[src/rtl/keyscan_pkg.sv]
package keyscan_pkg;
  typedef enum logic [1:0] {
    KS_IDLE      = 2'd0,
    KS_DOWN_WAIT = 2'd1,
    KS_DOWN      = 2'd2,
    KS_UP_WAIT   = 2'd3
  } ks_state_e;
endpackage

[src/rtl/kscan_sync.sv]
module kscan_sync #(
  parameter int W = 3
) (
  input  logic         clk,
  input  logic         rst_n,
  input  logic [W-1:0] raw_i,
  output logic [W-1:0] sync_o
);
  logic [W-1:0] meta_q;
  logic [W-1:0] stab_q;

  always_ff @(posedge clk or negedge rst_n) begin
    if (!rst_n) begin
      meta_q <= '1;
      stab_q <= '1;
    end else begin
      meta_q <= raw_i;
      stab_q <= meta_q;
    end
  end

  assign sync_o = stab_q;
endmodule

[src/rtl/kscan_tick.sv]
module kscan_tick #(
  parameter int DIV = 50000
) (
  input  logic clk,
  input  logic rst_n,
  output logic tick_o
);
  localparam int CW = (DIV > 1) ? $clog2(DIV) : 1;
  localparam logic [CW-1:0] LAST = CW'(DIV - 1);

  logic [CW-1:0] cnt_q, cnt_d;

  always_comb begin
    cnt_d = (cnt_q == LAST) ? '0 : cnt_q + 1'b1;
  end

  always_ff @(posedge clk or negedge rst_n) begin
    if (!rst_n) cnt_q <= '0;
    else        cnt_q <= cnt_d;
  end

  assign tick_o = (cnt_q == LAST);

  generate
    if (DIV > 1) begin : g_pulse_chk
      assert_tick_single_R4: assert property (@(posedge clk) disable iff (!rst_n)
        tick_o |=> !tick_o);
    end
  endgenerate
endmodule

[src/rtl/kscan_key.sv]
module kscan_key
  import keyscan_pkg::*;
#(
  parameter int STABLE = 4
) (
  input  logic clk,
  input  logic rst_n,
  input  logic tick_i,
  input  logic level_n_i,
  output logic done_o
);
  localparam int CW = $clog2(STABLE + 1);
  localparam logic [CW-1:0] LAST = CW'(STABLE - 1);

  ks_state_e     st_q, st_d;
  logic [CW-1:0] cnt_q, cnt_d;
  logic          held;

  assign held = ~level_n_i;

  always_comb begin
    st_d   = st_q;
    cnt_d  = cnt_q;
    done_o = 1'b0;
    if (tick_i) begin
      unique case (st_q)
        KS_IDLE: begin
          cnt_d = '0;
          if (held) st_d = KS_DOWN_WAIT;
        end
        KS_DOWN_WAIT: begin
          if (!held) begin
            st_d  = KS_IDLE;
            cnt_d = '0;
          end else if (cnt_q == LAST) begin
            st_d  = KS_DOWN;
            cnt_d = '0;
          end else begin
            cnt_d = cnt_q + 1'b1;
          end
        end
        KS_DOWN: begin
          cnt_d = '0;
          if (!held) st_d = KS_UP_WAIT;
        end
        KS_UP_WAIT: begin
          if (held) begin
            st_d  = KS_DOWN;
            cnt_d = '0;
          end else if (cnt_q == LAST) begin
            st_d   = KS_IDLE;
            cnt_d  = '0;
            done_o = 1'b1;
          end else begin
            cnt_d = cnt_q + 1'b1;
          end
        end
        default: begin
          st_d  = KS_IDLE;
          cnt_d = '0;
        end
      endcase
    end
  end

  always_ff @(posedge clk or negedge rst_n) begin
    if (!rst_n) begin
      st_q  <= KS_IDLE;
      cnt_q <= '0;
    end else begin
      st_q  <= st_d;
      cnt_q <= cnt_d;
    end
  end

  assert_cnt_bound_R4: assert property (@(posedge clk) disable iff (!rst_n)
    int'(cnt_q) < STABLE);

  assert_down_entry_R3: assert property (@(posedge clk) disable iff (!rst_n)
    (st_q == KS_DOWN && $past(st_q) != KS_DOWN)
      |-> ($past(st_q) == KS_DOWN_WAIT || $past(st_q) == KS_UP_WAIT));

  assert_done_from_release_R2: assert property (@(posedge clk) disable iff (!rst_n)
    done_o |=> (st_q == KS_IDLE));
endmodule

[src/rtl/keyscan_detect.sv]
module keyscan_detect #(
  parameter  int NUM_KEYS     = 3,
  parameter  int TICK_DIV     = 50000,
  parameter  int STABLE_TICKS = 4,
  localparam int IDXW         = (NUM_KEYS > 1) ? $clog2(NUM_KEYS) : 1
) (
  input  logic                clk,
  input  logic                rst_n,
  input  logic [NUM_KEYS-1:0] keys_n_i,
  input  logic                wait_req_i,
  output logic                evt_valid_o,
  output logic [IDXW-1:0]     evt_key_o,
  output logic                ack_o,
  output logic [IDXW-1:0]     ack_key_o
);
  logic [NUM_KEYS-1:0] keys_sync;
  logic [NUM_KEYS-1:0] done;
  logic                tick;

  kscan_sync #(.W(NUM_KEYS)) u_sync (
    .clk(clk), .rst_n(rst_n), .raw_i(keys_n_i), .sync_o(keys_sync)
  );

  kscan_tick #(.DIV(TICK_DIV)) u_tick (
    .clk(clk), .rst_n(rst_n), .tick_o(tick)
  );

  for (genvar k = 0; k < NUM_KEYS; k++) begin : g_key
    kscan_key #(.STABLE(STABLE_TICKS)) u_key (
      .clk(clk), .rst_n(rst_n), .tick_i(tick),
      .level_n_i(keys_sync[k]), .done_o(done[k])
    );
  end

  // report queue: lowest index wins, the rest wait in pend_q
  logic [NUM_KEYS-1:0] pend_q, pend_d, req, grant;
  logic [IDXW-1:0]     sel_idx, done_idx;
  logic                evt_d;
  logic [IDXW-1:0]     evt_key_d;

  always_comb begin
    req     = pend_q | done;
    sel_idx = '0;
    grant   = '0;
    for (int k = NUM_KEYS - 1; k >= 0; k--) begin
      if (req[k]) sel_idx = IDXW'(k);
    end
    if (|req) grant[sel_idx] = 1'b1;
    pend_d    = req & ~grant;
    evt_d     = |req;
    evt_key_d = sel_idx;
  end

  // wait handshake: armed on the rise of wait_req_i, fresh completions only
  logic wait_q, armed_q, armed_d, ack_d;

  always_comb begin
    done_idx = '0;
    for (int k = NUM_KEYS - 1; k >= 0; k--) begin
      if (done[k]) done_idx = IDXW'(k);
    end
    ack_d   = armed_q & (|done);
    armed_d = armed_q;
    if (wait_req_i && !wait_q)   armed_d = 1'b1;
    else if (!wait_req_i || ack_d) armed_d = 1'b0;
  end

  always_ff @(posedge clk or negedge rst_n) begin
    if (!rst_n) begin
      pend_q      <= '0;
      evt_valid_o <= 1'b0;
      evt_key_o   <= '0;
      wait_q      <= 1'b0;
      armed_q     <= 1'b0;
      ack_o       <= 1'b0;
      ack_key_o   <= '0;
    end else begin
      pend_q      <= pend_d;
      evt_valid_o <= evt_d;
      wait_q      <= wait_req_i;
      armed_q     <= armed_d;
      ack_o       <= ack_d;
      if (evt_d) evt_key_o <= evt_key_d;
      if (ack_d) ack_key_o <= done_idx;
    end
  end

  assert_evt_key_range_R8: assert property (@(posedge clk) disable iff (!rst_n)
    evt_valid_o |-> (int'(evt_key_o) < NUM_KEYS));

  assert_pend_drains_R8: assert property (@(posedge clk) disable iff (!rst_n)
    (|pend_q) |-> evt_valid_o);

  assert_ack_pulse_R9: assert property (@(posedge clk) disable iff (!rst_n)
    ack_o |=> !ack_o);

  assert_ack_needs_req_R10: assert property (@(posedge clk) disable iff (!rst_n)
    ack_o |-> $past(wait_req_i, 2));
endmodule

[config.mk]
export PLATFORM = sky130hd
export DESIGN_NAME = keyscan_detect
export DESIGN_NICKNAME = d
export VERILOG_FILES = /design/src/rtl/keyscan_pkg.sv /design/src/rtl/kscan_sync.sv /design/src/rtl/kscan_tick.sv /design/src/rtl/kscan_key.sv /design/src/rtl/keyscan_detect.sv
export SDC_FILE = /design/constraint.sdc
export NUM_CORES = 1
export LEC_CHECK = 0
export BUFFER_PORTS_ARGS = -buffer_cell sky130_fd_sc_hd__buf_4
export CAP_MARGIN = 20
export CORE_MARGIN = 8
export CORE_UTILIZATION = 59
export CTS_BUF_LIST = sky130_fd_sc_hd__clkbuf_8 sky130_fd_sc_hd__clkbuf_16
export CTS_CLUSTER_DIAMETER = 50
export DETAILED_ROUTE_END_ITERATION = 10
export PLACE_DENSITY = 0.77
export SLEW_MARGIN = 20
export SYNTH_ARGS = -nofsm -noshare
export SYNTH_HDL_FRONTEND = slang
export SYNTH_SLANG_ARGS = --single-unit
[constraint.sdc]
create_clock -name clk -period 2 [get_ports clk]
set_input_delay 0.2 -clock clk [delete_from_list [all_inputs] [get_ports clk]]
set_output_delay 0.2 -clock clk [all_outputs]
set_load 0.02 [all_outputs]
Yosys cells after proc, flatten, opt, wreduce, memory -nomap -nowiden
Cells that the tools add are included.
Cells by class
  muxes and demuxes: 57
  div/mod/pow operators: 0
  shift-type cells: 0
  bitwise logic cells: 4
  reduce and logical (&&, ||, !) cells: 17
  $mul: 0
  add/subtract/negate cells: 4
  magnitude comparators: 2
  eq/ne operators: 25
Operators by type and width (number)
  2-bit two-way mux: 24
  3-bit two-way mux: 10
  3-bit case mux with 3 select lines: 3
  2-bit case mux with 4 select lines: 3
  3-bit by 2-bit inequality test with 1-bit output (second input constant): 6
  16-bit by 1-bit adder with 16-bit output (second input constant): 1
  16-bit equality test (second input constant): 1
  16-bit two-way mux: 1
  1-bit two-way mux: 15
  5-bit AND reduction: 3
  2-bit equality test (second input constant): 6
  2-bit inequality test (second input constant): 6
  3-bit by 1-bit adder with 3-bit output (second input constant): 3
  3-bit by 2-bit equality test with 1-bit output (second input constant): 3
  2-bit by 1-bit equality test with 1-bit output (second input constant): 3
  2-bit logical NOT: 3
  2-bit OR reduction: 3
  3-bit OR reduction: 2
  3-bit AND: 1
  2-bit by 3-bit less-than comparator with 1-bit output (second input constant): 1
  3-bit NOT: 1
  3-bit OR: 1
  1-bit demux with 2-bit select: 1
  2-bit by 1-bit greater-or-equal comparator with 1-bit output (second input constant): 1
  other kinds (5): 7
Word-level totals
  bits in read-only memories: 0
  memory bits (writable): 0
  memories kept: 0
  latch bits: 0
  register bits: 48
  word-level logic and storage cells: 125

Longest topological paths before layout
Gate-level depths: netlist of the first run.
  depth in word-level cells: 16
  depth in mapped cells: 7
  gate-level depth less buffers: 5

Modules after synthesis
A second synthesis of the first run with hierarchy kept.
Second synthesis, totals
  cell total of the unflattened synthesis: 173
  area total of the unflattened synthesis: 2045.7 µm²
By module, submodules not included
  kscan_tick: cells each 68, area an instance 750.7 µm², seq. area each 400.4 µm², times used 1
  kscan_key: cells each 23, area an instance 245.2 µm², seq. area each 125.1 µm², times used 3
  keyscan_detect: cells each 30, area an instance 401.6 µm², seq. area each 275.3 µm², times used 1
  kscan_sync: cells each 6, area an instance 157.7 µm², seq. area each 157.7 µm², times used 1

Worst setup path before layout of the first run
No wires, ideal clock.
  path kind: reg-to-reg
  from: register u_tick.cnt_q[0]
  to: register evt_valid_o
  data required time: 1.863 ns
  path buffers: 2
  stages on the path, launching flop included: 8
  setup time: 0.137 ns
  path slack: 0.336 ns
  arrival: 1.527 ns
  path through: dfrtp_1 ha_1 and3_1 and4_1 buf_2 buf_4 a21oi_1 nand3_1
On the way
  cells in the longest elaborated chain, start to end: 4
RTL lines
  from (decl): RTL line kscan_tick.sv:11  | logic [CW-1:0] cnt_q, cnt_d;
  from (signal assigned): RTL line kscan_tick.sv:19  | else cnt_q <= cnt_d;
  16-bit equality test *: RTL line kscan_tick.sv:22  | assign tick_o = (cnt_q == LAST);
  1-bit two-way mux: RTL line kscan_key.sv:25  | if (tick_i) begin
  3-bit OR *: RTL line keyscan_detect.sv:42  | req = pend_q | done;
  3-bit OR reduction *: RTL line keyscan_detect.sv:50  | evt_d = |req;
  named net evt_d: RTL line keyscan_detect.sv:38  | logic evt_d;
  to (signal assigned): RTL line keyscan_detect.sv:79  | evt_valid_o <= evt_d;
  to (decl): RTL line keyscan_detect.sv:11  | output logic evt_valid_o,
The timed path passes the listed nets; every way through them passes the cells marked *.
A chain may end at the register's enable or synchronous reset.

Worst setup path in the final report of the first run
  from: register u_tick.cnt_q[0]
  to: register g_key[2].u_key.cnt_q[0]
On the way
  cells in the longest elaborated chain, start to end: 1
RTL lines
  16-bit equality test: RTL line kscan_tick.sv:22
  to (signal assigned): RTL line kscan_key.sv:72  | cnt_q <= cnt_d;
  to (decl): RTL line kscan_key.sv:16  | logic [CW-1:0] cnt_q, cnt_d;
Every way passes these cells.

==> results of run 1 <==
## final timing paths
kind,slack (ns),endpoint,cells past startpoint
worst max-delay path,0.16,g_key[2].u_key.cnt_q[0],6
worst min-delay path,0.04,wait_q,1
worst max register to register,0.16,g_key[2].u_key.cnt_q[0],6
worst min register to register,0.36,u_sync.sync_o[0],0
max in group asynchronous,1.16,wait_q,2
min in group asynchronous,0.42,g_key[2].u_key.cnt_q[0],2
## report_power, final
part	internal [W]	switching (W)	total [W]	leakage, nW
registers	0.000986	0.00000734	0.000993	0.627
clock network	0.000441	0.000309	0.000750	0.0645
logic	0.0000177	0.0000284	0.0000461	0.417
## state kept, by name, indices dropped and copies added (netlist names), named ones only
name and flops:
g_key.u_key.cnt_q 9, ack_key_o 2, u_sync.meta_q 3, armed_q 1
u_tick.cnt_q 16, ack_o 1, pend_q 3, g_key.u_key.st_q 3
evt_key_o 2, u_sync.sync_o 3, evt_valid_o 1, wait_q 1
## cells by family (layout without fill, tap and decap cells)
| group | after synthesis | in the layout |
|---|---|---|
| simple gates | 78 | 78 |
| flops | 48 | 48 |
| other cells | 1 | 1 |
| mux | 3 | 3 |
| compound gates | 32 | 32 |
| fa+ha+maj | 4 | 4 |
| buf+inv | 9 | 33 |
| xor+xnor | 14 | 14 |
## stage by stage
| stage | setup slack [ns] | hold slack, ns | power [W] | std cells |
|---|---|---|---|---|
| after floorplan | 0.336 | -0.0956 | 0.00102 | 189 |
| after global placement | 0.175 | 0.231 | 0.00105 | 247 |
| after detailed placement | 0.0967 | 0.237 | 0.00105 | 247 |
| after CTS | 0.0654 | 0.00247 | 0.00180 | 257 |
| after global routing | 0.0113 | 0.0240 | 0.00184 | 259 |
| final | 0.158 | 0.0383 | 0.00179 | 259 |
## cell type report
| type | count | share of cell area |
|---|---|---|
| Sequential cell | 48 | 0.490 |
| Multi-Input combinational cell | 132 | 0.358 |
| Timing Repair Buffer | 20 | 0.0699 |
| Clock buffer | 7 | 0.0390 |
| Tap cell | 46 | 0.0233 |
| Clock inverter | 1 | 0.0122 |
| Inverter | 5 | 0.00760 |
## metal layers
metal | vias to the layer above | wire length (um) | global-route usage
met3 | 10 | 159 | 0.0355
met5 | - | 0 | 0
met2 | 36 | 1960 | 0.264
met1 | 728 | 1820 | 0.192
li1 | 718 | - | -
met4 | 0 | 63 | 0.0704
## worst max-delay path, delay by kind of cell, from the launching register on
kind	cells	cell delay, ns
flops	1	0.40
compound gates	2	0.49
simple gates	2	0.47
buf+inv	1	0.22
fa+ha+maj	1	0.21
## cell usage in the layout, fill, tap and decap left out, types with 5 or more instances in the layout
cell type	Yosys	routed
nor2_1	14	14
nand3_1	16	16
buf_4	1	15
a21oi_1	7	6
o21ai_0	9	9
xor2_1	5	5
xnor2_1	9	9
nand2_1	18	18
clkbuf_8	0	7
inv_1	5	5
dfstp_2	6	6
dfrtp_1	42	42
## repair_timing
item	in CTS	in global routing
buffers inserted	0	0
setup endpoints to repair	0	7
hold buffers	2	2
resized for setup	0	5
endpoints found under the hold margin	43	2
==> results_dict.tcl, run 1 <==
set metrics [dict create \
    global_route.overflow_total 0 \
    status "finished, final reports clean" \
    root_buffer "clkbuf_8" \
    critical_path.startpoint "u_tick.cnt_q[0]" \
    cp_slowest_stage_delay_ns 0.40 \
    synth_top_cell_by_area "dfrtp_1" \
    ys_seq_area_frac 0.572 \
    critical_path.slowest_cell "dfrtp_1" \
    number_of_enable_type_register_cells_in_the_synthesized_netlist 0 \
    required_ns 2.24 \
    fin_crit_ns 1.84 \
    post_synthesis_compound_gate_area_fraction 0.104 \
    design_area_um2 2470 \
    worstPathArrival_ns 2.09 \
    critical_path_cell_list "ha_1, and3_1, nand4_1, buf_12, a2111oi_1, a21o_1" \
    io_buffer_count 11 \
    power_per_cell_area_nw_per_um2 725 \
    report.final.hold_viol_count 0 \
    first_global_vias 1533 \
    detail_route.first_pass.iterations 4 \
    netlist_area_um2 2110 \
    measured_slew_at_the_worst_slew_check_pin_ns 0.579 \
    detailedRoute.firstIterationViolations 83 \
    synth_top_family_by_area "simple AND/OR/NAND/NOR gates" \
    fillCellCount 240 \
    hpwl_um 2770 \
    placeable_core_area_um2 3390 \
    cts_inserted_buffers 5 \
    finalMaxSlewViolations 0 \
    post_synth_mux_area_share 0.0148 \
    grt_pass1_wl_um 6840 \
    die_y_um 75.9 \
    total_of_warnings_raised_by_yosys 0 \
    final_net_count 222 \
    synthDominantCellAreaShare 0.497 \
    grt_start_max_net_pins 49 \
    yosys.area_share.xor_xnor 0.0580 \
    initial_cell_density_of_the_core 0.624 \
    drive_gt1_frac 0.188 \
    max_freq_ghz 0.543 \
    drtAntennaViolNets 0 \
    areaGrowthSynthToFinish_pct 16.7 \
    multiInputGateArea_um2 885 \
    post_dp_cell_area_um2 2280 \
    clk_latency_ns 0.30 \
    syn_area_per_cell_um2 11.2 \
    endpoint_kind "flop" \
    critical_path_peak_fanout 21 \
    dieArea_um2 5760 \
    maxSlewHeadroom 0.614 \
    yosys_register_bits 48 \
    avgViaCountPerCell 5.76 \
    numClockSinks 48 \
    sum_of_negative_setup_slack_ns 0 \
    final.setup_skew_ns 0.00960 \
    number_of_i_o_pins 12 \
    synthCells 189 \
    dr_wl_cell_um 15.5 \
    clock_path_buffers 2 \
    rows 21 \
    count_of_final_setup_violators 0 \
    dominantRegCellSynth "dfrtp_1" \
    drv_cap 0 \
    crit_type "reg2reg" \
    worst_setup_hold_path_clk_slew_ns 0.09 \
    syn_nets 199 \
    final.period_utilization 0.921 \
    synthTopCellsByCount "dfrtp_1 (42), nand2_1 (18), nand3_1 (16), nor2_1 (14)" \
    fp.dieW_um 75.9 \
    ys_types 46 \
    drc 0 \
    rsz_0062_raised_after_global_routing "false" \
    element_type_at_the_critical_path_start "flop" \
    cts-htree-levels 2 \
    synth_most_common_cell "dfrtp_1" \
    grt_antenna_before_repair 0 \
    place_congestion 0.910 \
    seq_area_um2 1210 \
    postSynth.asyncResetShare 1.00 \
    leak_nw 1.11 \
    power.ir.vdd_worst_mv 0.515 \
    synthAdderAreaFrac 0.0237 \
    min-delay-start "wait_req_i" \
    layout.core_utilization 0.728 \
    totalWireLength_um 4010 \
    synth_simple_gate_area_frac 0.208 \
    insertedDiodeCount 0 \
    regToRegStartpoint "u_tick.cnt_q[0]" \
    timing.hold.worst.class "in2reg" \
    synth_top_cells_by_area "dfrtp_1 (50%), dfstp_2 (7.5%), nand3_1 (3.8%)" \
    vias 1492 \
    track_usage 0.159 \
    tritoncts "built" \
]
No activity file was read; power rests on OpenSTA's default activity.
==> inputs of run 2 (changes only) <==
--- a/config.mk
+++ b/config.mk
@@ -8,11 +8,11 @@
 export BUFFER_PORTS_ARGS = -buffer_cell sky130_fd_sc_hd__buf_4
 export CAP_MARGIN = 20
 export CORE_MARGIN = 8
-export CORE_UTILIZATION = 59
-export CTS_BUF_LIST = sky130_fd_sc_hd__clkbuf_8 sky130_fd_sc_hd__clkbuf_16
+export CORE_UTILIZATION = 60
+export CTS_BUF_LIST = sky130_fd_sc_hd__clkbuf_8
 export CTS_CLUSTER_DIAMETER = 50
 export DETAILED_ROUTE_END_ITERATION = 10
-export PLACE_DENSITY = 0.77
+export PLACE_DENSITY = 0.79
 export SLEW_MARGIN = 20
 export SYNTH_ARGS = -nofsm -noshare
 export SYNTH_HDL_FRONTEND = slang
==> constraint.sdc (replaced) <==
create_clock -name clk -period 1.9 [get_ports clk]
set_input_delay 0.19 -clock clk [delete_from_list [all_inputs] [get_ports clk]]
set_output_delay 0.19 -clock clk [all_outputs]
set_load 0.02 [all_outputs]
==> run 2 against run 1 <==
  * Final area rose by 1.1%
  * Critical path depth did not move
  * Utilization rose by 1.4 points
  * Register-to-register slack got worse by 0.03 ns
  * First-iteration DRC count rose by 29%
  * Worst hold slack improved by 0.32 ns
  * Cell count rose by 2.3%
  * Critical path type unchanged
  * Critical endpoint is now evt_key_o[0]
  * Largest power group unchanged
==> results_dict.tcl, run 2 (synthesis results as in run 1) <==
set metrics [dict create \
    cts_inserted_buffers 5 \
    fp.dieW_um 75.4 \
    hpwl_um 3030 \
    crit-reg2reg-capture "evt_key_o[0]" \
    drive_gt1_frac 0.196 \
    layout.cells.most_common "dfrtp_1" \
    areaGrowthSynthToFinish_pct 18.0 \
    largest_register_ffs 16 \
    maxSlewHeadroom 0.611 \
    max_freq_ghz 0.563 \
    final.setup_skew_ns 0.00215 \
    regToRegStartpoint "u_tick.cnt_q[0]" \
    number_of_i_o_pins 12 \
    rows 21 \
    place_congestion 0.840 \
    placeable_core_area_um2 3360 \
    grt_antenna_before_repair 0 \
    post_dp_cell_area_um2 2310 \
    count_of_final_setup_violators 0 \
    rsz_0062_raised_after_global_routing "false" \
    post_layout_nonfiller_instances 265 \
    drv_cap 0 \
    finalMaxSlewViolations 0 \
    final.setup.worst_slack_ns 0.125 \
    insertedDiodeCount 0 \
    holdPathEnd "u_sync.sync_o[1]" \
    required_ns 2.12 \
    initial_cell_density_of_the_core 0.629 \
    critical_path_cell_list "ha_1, and3_1, and4_1, buf_4, a41oi_2, a21boi_0" \
    power.ir.vdd_worst_mv 0.626 \
    layout_common_cells "dfrtp_1 (42), buf_4 (21), nand2_1 (18)" \
    status "finished, final reports clean" \
    dr_wl_cell_um 16.4 \
    vias 1555 \
    global_route.overflow_total 0 \
    largestRegisters "u_tick.cnt_q: 16 flops, g_key.u_key.cnt_q: 9 flops" \
    drtAntennaViolNets 0 \
    crit_type "reg2reg" \
    place_inst 252 \
    grt_start_max_net_pins 49 \
    grt_pass1_wl_um 7410 \
    first_global_vias 1554 \
    cts-htree-levels 2 \
    track_usage 0.175 \
    report.final.hold_viol_count 0 \
    detail_route.first_pass.iterations 4 \
    clk_latency_ns 0.29 \
    cp_slowest_stage_delay_ns 0.42 \
    final.period_utilization 0.934 \
    min_path_cells 0 \
    element_type_at_the_critical_path_start "flop" \
    endpoint_kind "flop" \
    power_per_cell_area_nw_per_um2 750 \
    worst-r2r-cell-count 6 \
    measured_slew_at_the_worst_slew_check_pin_ns 0.584 \
    worst_setup_hold_path_clk_slew_ns 0.08 \
    design_area_um2 2490 \
    ff2ff_setup_slack_ns 0.12 \
    drc 0 \
    avgViaCountPerCell 5.87 \
    root_buffer "clkbuf_8" \
    clock_path_buffers 2 \
    dieArea_um2 5680 \
    tritoncts "built" \
    totalWireLength_um 4340 \
    io_buffer_count 11 \
    timing.hold.worst.class "reg2reg" \
    die_y_um 75.4 \
    numClockSinks 48 \
    critical_path.slowest_cell "dfrtp_1" \
    critical_path_peak_fanout 9 \
    dp_slack_ns 0.110 \
    sum_of_negative_setup_slack_ns 0 \
    detailedRoute.firstIterationViolations 107 \
    leak_nw 1.13 \
    final_net_count 228 \
    register_ranked_first_by_flip_flop_count "u_tick.cnt_q" \
    worstPathArrival_ns 1.99 \
    fin_crit_ns 1.78 \
    min-delay-start "u_sync.meta_q[1]" \
]
-- run 2: cell count changes in the layout (fill, tap and decap cells not counted) --
cell           before  now
and4_1              1    2
and4_2              1    0
nor4b_2             1    0
dlygate4sd3_1       4    5
nor4b_1             1    2
buf_12              1    0
buf_4              15   21
a2111oi_0           0    1
a2111oi_1           1    0
-- run 2: worst max-delay path by stage --
| stage | startpoint | endpoint | slack (ns) |
|---|---|---|---|
| after floorplan | u_tick.cnt_q[0] | evt_valid_o | 0.24 |
| after global placement | u_tick.cnt_q[13] | evt_key_o[0] | 0.19 |
| after detailed placement | u_tick.cnt_q[13] | evt_key_o[0] | 0.11 |
| after CTS | u_tick.cnt_q[0] | evt_key_o[0] | 0.10 |
| after global routing | u_tick.cnt_q[0] | evt_key_o[0] | 0.01 |
| final | u_tick.cnt_q[0] | evt_key_o[0] | 0.12 |
-- run 2: layout make-up --
class,count,area (um^2)
Tap cell,46,57.6
Timing Repair Buffer,26,208
Multi-Input combinational cell,132,876
Fill cell,240,868
Clock buffer,7,96.3
Clock inverter,1,30.0
Sequential cell,48,1210
Inverter,5,18.8
-- run 2: through the flow --
stage	utilization	total power [W]	hold WS, ns
2_1_floorplan	-	0.00108	-0.106
3_3_place_gp	0.686	0.00111	0.217
3_5_place_dp	0.686	0.00111	0.229
4_1_cts	0.736	0.00190	0.00450
5_1_grt	0.742	0.00196	0.362
6_report	0.742	0.00187	0.358
-- run 2: power breakdown --
group,internal (W),leakage [nW],switching [W]
Clock,0.000464,0.0645,0.000312
Sequential,0.00104,0.627,0.00000876
Combinational,0.0000200,0.440,0.0000301
-- run 2: per-layer routing --
metal  global-route usage  routed length [um]  vias up
met1                0.211                1820      762
li1                     -                   -      726
met3               0.0566                 293        7
met2                0.279                2160       60
met4               0.0810                  72        0
met5                    0                   0        -
-- run 2: critical path, delay by kind of cell, from the launching register on --
kind | cells | cell delay, ns
compound gates | 2 | 0.46
fa+ha+maj | 1 | 0.22
buf+inv | 1 | 0.17
flops | 1 | 0.42
simple gates | 2 | 0.43
-- run 2: what timing repair did --
action | in CTS | in global routing
hold buffers | 4 | 1
buffers inserted | 0 | 0
setup endpoints to repair | 0 | 11
gates resized for setup | 0 | 2
hold endpoints to repair | 45 | 1
